`src/rtl/rfa_pkg.sv`:
```
package rfa_pkg;
  parameter int RFA_WIDE_W   = 32;
  parameter int RFA_NUM_WIDE = 32;
  parameter int RFA_NUM_RD   = 2;

  localparam int RFA_HALF_W = RFA_WIDE_W / 2;
  localparam int RFA_WIDX_W = $clog2(RFA_NUM_WIDE);
  localparam int RFA_IDX_W  = RFA_WIDX_W + 1;

  // Decoded location of one access within the split storage
  typedef struct packed {
    logic [RFA_WIDX_W-1:0] word;   // wide register number
    logic                  upper;  // narrow access to high half
    logic                  half;   // narrow access
  } rfa_loc_t;
endpackage

```
`src/rtl/rfa_rst_sync.sv`:
```
module rfa_rst_sync (
  input  logic clk,
  input  logic arst_n,
  output logic rst_n_o
);
  logic [1:0] sync_q;
  logic [1:0] sync_d;

  always_comb begin
    sync_d = {sync_q[0], 1'b1};
  end

  always_ff @(posedge clk or negedge arst_n) begin
    if (!arst_n) sync_q <= 2'b00;
    else         sync_q <= sync_d;
  end

  assign rst_n_o = sync_q[1];
endmodule

```
`src/rtl/rfa_loc_decode.sv`:
```
module rfa_loc_decode
  import rfa_pkg::*;
(
  input  logic [RFA_IDX_W-1:0] idx,
  input  logic                 half,
  output rfa_loc_t             loc
);
  always_comb begin
    loc.word  = idx[RFA_WIDX_W-1:0];
    loc.half  = half;
    // Top index bit picks the high half only for narrow accesses
    loc.upper = half & idx[RFA_IDX_W-1];
  end
endmodule

```
`src/rtl/rfa_bank.sv`:
```
module rfa_bank
  import rfa_pkg::*;
(
  input  logic                  clk,
  input  logic                  rst_n,
  input  logic                  we,
  input  rfa_loc_t              wloc,
  input  logic [RFA_WIDE_W-1:0] wdata,
  input  rfa_loc_t              rloc  [RFA_NUM_RD],
  output logic [RFA_WIDE_W-1:0] rword [RFA_NUM_RD]
);
  logic [RFA_HALF_W-1:0] lo_q [RFA_NUM_WIDE];
  logic [RFA_HALF_W-1:0] hi_q [RFA_NUM_WIDE];

  logic                  we_lo;
  logic                  we_hi;
  logic [RFA_HALF_W-1:0] wd_lo;
  logic [RFA_HALF_W-1:0] wd_hi;

  always_comb begin
    we_lo = we & (~wloc.half | ~wloc.upper);
    we_hi = we & (~wloc.half |  wloc.upper);
    wd_lo = wdata[RFA_HALF_W-1:0];
    wd_hi = wloc.half ? wdata[RFA_HALF_W-1:0] : wdata[RFA_WIDE_W-1:RFA_HALF_W];
  end

  for (genvar w = 0; w < RFA_NUM_WIDE; w++) begin : g_word
    logic                  sel;
    logic                  ce_lo;
    logic                  ce_hi;
    logic [RFA_HALF_W-1:0] lo_d;
    logic [RFA_HALF_W-1:0] hi_d;

    always_comb begin
      sel   = (wloc.word == RFA_WIDX_W'(w));
      ce_lo = we_lo & sel;
      ce_hi = we_hi & sel;
      lo_d  = ce_lo ? wd_lo : lo_q[w];
      hi_d  = ce_hi ? wd_hi : hi_q[w];
    end

    always_ff @(posedge clk or negedge rst_n) begin
      if (!rst_n) begin
        lo_q[w] <= '0;
        hi_q[w] <= '0;
      end else begin
        lo_q[w] <= lo_d;
        hi_q[w] <= hi_d;
      end
    end
  end

  for (genvar p = 0; p < RFA_NUM_RD; p++) begin : g_rd
    always_comb begin
      rword[p] = {hi_q[rloc[p].word], lo_q[rloc[p].word]};
    end
  end

  AST_WIDE_WRITE_STORES: assert property (@(posedge clk) disable iff (!rst_n)
    (we && !wloc.half) |=>
      ({hi_q[$past(wloc.word)], lo_q[$past(wloc.word)]} == $past(wdata)));

  AST_NARROW_LOW_LANDS: assert property (@(posedge clk) disable iff (!rst_n)
    (we && wloc.half && !wloc.upper) |=>
      (lo_q[$past(wloc.word)] == $past(wdata[RFA_HALF_W-1:0])));

  AST_NARROW_HIGH_LANDS: assert property (@(posedge clk) disable iff (!rst_n)
    (we && wloc.half && wloc.upper) |=>
      (hi_q[$past(wloc.word)] == $past(wdata[RFA_HALF_W-1:0])));

  AST_NARROW_KEEPS_LOW: assert property (@(posedge clk) disable iff (!rst_n)
    (we && wloc.half && wloc.upper) |=>
      (lo_q[$past(wloc.word)] == $past(lo_q[wloc.word])));

  AST_NARROW_KEEPS_HIGH: assert property (@(posedge clk) disable iff (!rst_n)
    (we && wloc.half && !wloc.upper) |=>
      (hi_q[$past(wloc.word)] == $past(hi_q[wloc.word])));
endmodule

```
`src/rtl/rfa_rd_stage.sv`:
```
module rfa_rd_stage
  import rfa_pkg::*;
(
  input  logic                  clk,
  input  logic                  rst_n,
  input  rfa_loc_t              loc,
  input  logic [RFA_WIDE_W-1:0] word,
  output logic [RFA_WIDE_W-1:0] data_q
);
  logic [RFA_WIDE_W-1:0] data_d;
  logic [RFA_HALF_W-1:0] part;

  always_comb begin
    part   = loc.upper ? word[RFA_WIDE_W-1:RFA_HALF_W] : word[RFA_HALF_W-1:0];
    data_d = loc.half ? {{(RFA_WIDE_W-RFA_HALF_W){1'b0}}, part} : word;
  end

  always_ff @(posedge clk or negedge rst_n) begin
    if (!rst_n) data_q <= '0;
    else        data_q <= data_d;
  end

  AST_NARROW_ZERO_EXT: assert property (@(posedge clk) disable iff (!rst_n)
    $past(loc.half) |-> (data_q[RFA_WIDE_W-1:RFA_HALF_W] == '0));
endmodule

```
`src/rtl/rfa_dual_prec_regfile.sv`:
```
module rfa_dual_prec_regfile
  import rfa_pkg::*;
(
  input  logic                  clk,
  input  logic                  rst_n,
  input  logic                  wr_en,
  input  logic                  wr_half,
  input  logic [RFA_IDX_W-1:0]  wr_idx,
  input  logic [RFA_WIDE_W-1:0] wr_data,
  input  logic                  ra_half,
  input  logic [RFA_IDX_W-1:0]  ra_idx,
  output logic [RFA_WIDE_W-1:0] ra_data,
  input  logic                  rb_half,
  input  logic [RFA_IDX_W-1:0]  rb_idx,
  output logic [RFA_WIDE_W-1:0] rb_data
);
  logic                  rst_n_s;
  rfa_loc_t              wloc;
  rfa_loc_t              rloc   [RFA_NUM_RD];
  logic [RFA_WIDE_W-1:0] rword  [RFA_NUM_RD];
  logic [RFA_WIDE_W-1:0] rdata  [RFA_NUM_RD];
  logic [RFA_IDX_W-1:0]  rd_idx [RFA_NUM_RD];
  logic                  rd_hf  [RFA_NUM_RD];

  always_comb begin
    rd_idx[0] = ra_idx;
    rd_hf[0]  = ra_half;
    rd_idx[1] = rb_idx;
    rd_hf[1]  = rb_half;
  end

  rfa_rst_sync u_rst_sync (
    .clk     (clk),
    .arst_n  (rst_n),
    .rst_n_o (rst_n_s)
  );

  rfa_loc_decode u_wdec (
    .idx  (wr_idx),
    .half (wr_half),
    .loc  (wloc)
  );

  for (genvar p = 0; p < RFA_NUM_RD; p++) begin : g_port
    rfa_loc_decode u_rdec (
      .idx  (rd_idx[p]),
      .half (rd_hf[p]),
      .loc  (rloc[p])
    );

    rfa_rd_stage u_stage (
      .clk    (clk),
      .rst_n  (rst_n_s),
      .loc    (rloc[p]),
      .word   (rword[p]),
      .data_q (rdata[p])
    );
  end

  rfa_bank u_bank (
    .clk   (clk),
    .rst_n (rst_n_s),
    .we    (wr_en),
    .wloc  (wloc),
    .wdata (wr_data),
    .rloc  (rloc),
    .rword (rword)
  );

  assign ra_data = rdata[0];
  assign rb_data = rdata[1];
endmodule

```
`config.mk`:
```
export PLATFORM = sky130hd
export DESIGN_NAME = rfa_dual_prec_regfile
export DESIGN_NICKNAME = d
export VERILOG_FILES = /design/src/rtl/rfa_pkg.sv /design/src/rtl/rfa_rst_sync.sv /design/src/rtl/rfa_loc_decode.sv /design/src/rtl/rfa_bank.sv /design/src/rtl/rfa_rd_stage.sv /design/src/rtl/rfa_dual_prec_regfile.sv
export SDC_FILE = /design/constraint.sdc
export NUM_CORES = 2
export LEC_CHECK = 0
export BUFFER_PORTS_ARGS = -buffer_cell sky130_fd_sc_hd__buf_2
export CORE_MARGIN = 2
export CORE_UTILIZATION = 34
export DETAILED_ROUTE_END_ITERATION = 8
export PLACE_DENSITY = 0.55
export SYNTH_ARGS = -nofsm -noshare
export SYNTH_HDL_FRONTEND = slang
export SYNTH_SLANG_ARGS = --single-unit
```
`constraint.sdc`:
```
create_clock -name clk -period 54.1 [get_ports clk]
set_input_delay 10.82 -clock clk [delete_from_list [all_inputs] [get_ports clk]]
set_output_delay 10.82 -clock clk [all_outputs]
set_load 0.005 [all_outputs]
```
==> impl_metrics.tcl <==
set metrics [dict create \
    status "finished, final reports clean" \
    rrSetupSlack_ns 48.79 \
    root_buffer "clkbuf_16" \
    worst_pin_slew_ns 1.31 \
    slowest_delay_ns 0.86 \
    path_class "primary input to flop" \
    hold_end "u_rst_sync.sync_q[1]$_DFF_PN0_" \
    timing.setup.tns_ns 0 \
    path_clk_slew_ns 0.06 \
    drt-vias-per-instance 5.83 \
    antenna_found_initial 29 \
    synth_warnings 0 \
    place_hpwl_mm 119 \
    ys_seq_area_share_pct 49.2 \
    grtUsageMet1_pct 30.9 \
    synth-main-ff-cell "dfrtp_1" \
    grt_pass1_vias 37400 \
    drtPass1Iterations 5 \
    drt-wirelength-per-cell_um 29.1 \
    rsz0062_at_grt "false" \
    slowest_stage "buf_4" \
    grt_usage_pct 22.5 \
    relSlewSlack_pct 12.7 \
    syn_nets 4325 \
    h-tree-depth 3 \
    powerDensity_mw_per_mm2 38.5 \
    core_area_mm2 0.162 \
    grt_start_max_net_pins 174 \
    gp_congestion 0.923 \
    finClkSkew_ns 0.0315 \
    r2r_start "u_rst_sync.sync_q[1]$_DFF_PN0_" \
    netlist_instances 4269 \
    grt_pass1_wl_mm 274 \
    postCtsSetupBuffers 0 \
    hold_depth 0 \
    reg2regPathDepth 5 \
    path_common_cell "buf_4" \
    critical_path_arrival_ns 14.75 \
    rows 148 \
    setup_viol 0 \
    startpoint_type "primary input" \
    die_w_um 408 \
    crit_required_ns 54.74 \
    ir_worst_vdd_uv 27.5 \
    crit_family "buffers and inverters" \
    holdCritPathClass "flop to flop" \
    cp_max_fo 77 \
    ant_nets 0 \
    grt.met2_usage_pct 34.1 \
    hold_viol 0 \
    cts_resized 0 \
    postCtsHoldBufs 0 \
    met3_usage_pct 6.71 \
    finalCriticalPeriod_ns 14.11 \
    syn2layout_area_growth_pct 11.4 \
    port_buffers 119 \
    clock_path_buffers 3 \
    cts_tree "done" \
    p_leak_uw 0.0265 \
    min_from "u_rst_sync.sync_q[0]$_DFF_PN0_" \
    vias 37800 \
    drc_errors 0 \
    yosysUniqueCellTypes 57 \
    fin_crit_sh_pct 26.1 \
    nets 4254 \
    start_util_pct 34.1 \
    crit_buf_inv 4 \
    synth_area_mm2 0.0554 \
    io_pins 120 \
    final_cell_mix "dfrtp_1 (1089), mux4_2 (453), nor2_1 (391)" \
    syn_avg_cell_area_um2 13.0 \
    routed_wl_mm 189 \
    fp.dieArea_mm2 0.166 \
    maxCapViolCount 0 \
    power.total_uw 2380 \
    die_h_um 408 \
    synth_edf_count 0 \
    clock_latency_ns 0.74 \
    async_reset_ff_share_pct 100 \
    top_usage_layer "met2" \
    drive_gt1_share_pct 27.8 \
    worstReg2RegEnd "g_port[0].u_stage.data_q[3]$_DFF_PN0_" \
    cts_buffers 113 \
    drv_slew 0 \
    crit_chain "buf_8 > buf_4 > buf_4 > inv_1 > nor2_1 > a221oi_1 > o21a_1 > o22ai_1" \
    final_common_cell "dfrtp_1" \
    cts.sinks 1090 \
    fmax_mhz 70.9 \
    drt-initial-drc-count 4110 \
    overflow 0 \
    endpoint_kind "flop" \
    ys_ff_latch 1090 \
]
## area by class of cell
type	count	area (um^2)
Antenna cell	12	30.0
Clock buffer	174	3370
Clock inverter	34	459
Fill cell	15600	101000
Inverter	1	3.75
Multi-Input combinational cell	2749	26300
Sequential cell	1090	27300
Tap cell	2175	2720
Timing Repair Buffer	243	1620
## synth_stat cells (3+ instances only)
master | number | area, um^2
o21ai_1 | 34 | 170
dfrtp_1 | 1090 | 27300
nor2_2 | 3 | 18.8
mux4_1 | 27 | 709
a31oi_1 | 11 | 68.8
nor3_1 | 7 | 35.0
buf_12 | 10 | 200
or2_1 | 3 | 18.8
nand2_1 | 264 | 991
a21oi_1 | 367 | 1840
buf_2 | 144 | 721
a22o_1 | 6 | 52.6
or4_1 | 28 | 210
o22ai_1 | 142 | 888
o2bb2ai_1 | 10 | 87.6
or4_4 | 3 | 33.8
mux4_2 | 453 | 10200
o21ai_0 | 170 | 851
buf_4 | 21 | 158
nand3b_1 | 5 | 37.5
nor4_1 | 4 | 25.0
nor2_1 | 404 | 1520
and2_1 | 5 | 31.3
nor3_2 | 6 | 60.1
o32ai_1 | 5 | 43.8
clkbuf_1 | 220 | 826
o21a_1 | 4 | 30.0
buf_1 | 13 | 48.8
a22oi_1 | 61 | 458
nor2b_1 | 25 | 156
o31ai_1 | 11 | 82.6
mux2_1 | 272 | 3060
mux2i_1 | 94 | 941
a211oi_1 | 3 | 22.5
buf_6 | 18 | 203
nand3_1 | 25 | 125
a2111oi_0 | 3 | 26.3
nand2b_1 | 12 | 75.1
mux2_2 | 258 | 2910
a221oi_1 | 4 | 35.0
## routing by layer
layer	up-vias	part of all wire, %	routed length [um]
met3	308	9.7	18300
met5	-	0.097	184
met2	1570	45	85500
li1	15900	-	-
met4	26	3.5	6510
met1	20000	41	78200
## cells by family after synthesis
logic type / synth area share [%]
AO/OA/AOI/OAI: 8.48
buffers and inverters: 3.96
flip-flops: 49.2
multiplexers: 32.1
other: 0.00676
AND/OR/NAND/NOR: 6.22
## per-stage QoR
stage          cell area, um^2  hold slack [ns]  util [%]  std cells  worst slack [ns]
6_report                 61800            0.347      38.0       6478             39.99
3_3_place_gp             57900            0.332      35.7       6258             39.33
2_1_floorplan            55400            0.331         -       4269             21.47
3_5_place_dp             57900            0.335      35.7       6258             39.29
4_1_cts                  61700            0.350      38.0       6466             40.10
5_1_grt                  61700            0.385      38.0       6468             39.90
## report_power, final
part	switching, uW	leakage, uW	internal (uW)	total [uW]
clock network	341	0.00187	475	816
logic	222	0.0107	244	466
registers	122	0.0139	974	1100
## how the worst max path moves through the flow
| stage | from | endpoint | cells past startpoint |
|---|---|---|---|
| 2_1_floorplan | u_rst_sync.sync_q[1]$_DFF_PN0_ | g_port[0].u_stage.data_q[0]$_DFF_PN0_ | 0 |
| 3_3_place_gp | ra_idx[0] | g_port[0].u_stage.data_q[6]$_DFF_PN0_ | 7 |
| 3_5_place_dp | ra_idx[0] | g_port[0].u_stage.data_q[0]$_DFF_PN0_ | 7 |
| 4_1_cts | ra_idx[0] | g_port[0].u_stage.data_q[0]$_DFF_PN0_ | 7 |
| 5_1_grt | rb_idx[1] | g_port[1].u_stage.data_q[15]$_DFF_PN0_ | 8 |
| 6_report | rb_idx[1] | g_port[1].u_stage.data_q[15]$_DFF_PN0_ | 8 |
## registers in the layout, indices dropped and copies added, names as in the netlist
signal / cells
u_rst_sync.sync_q: 2
u_bank.hi_q: 512
g_port.u_stage.data_q: 64
u_bank.lo_q: 512
(Power assumes the default switching activity.)
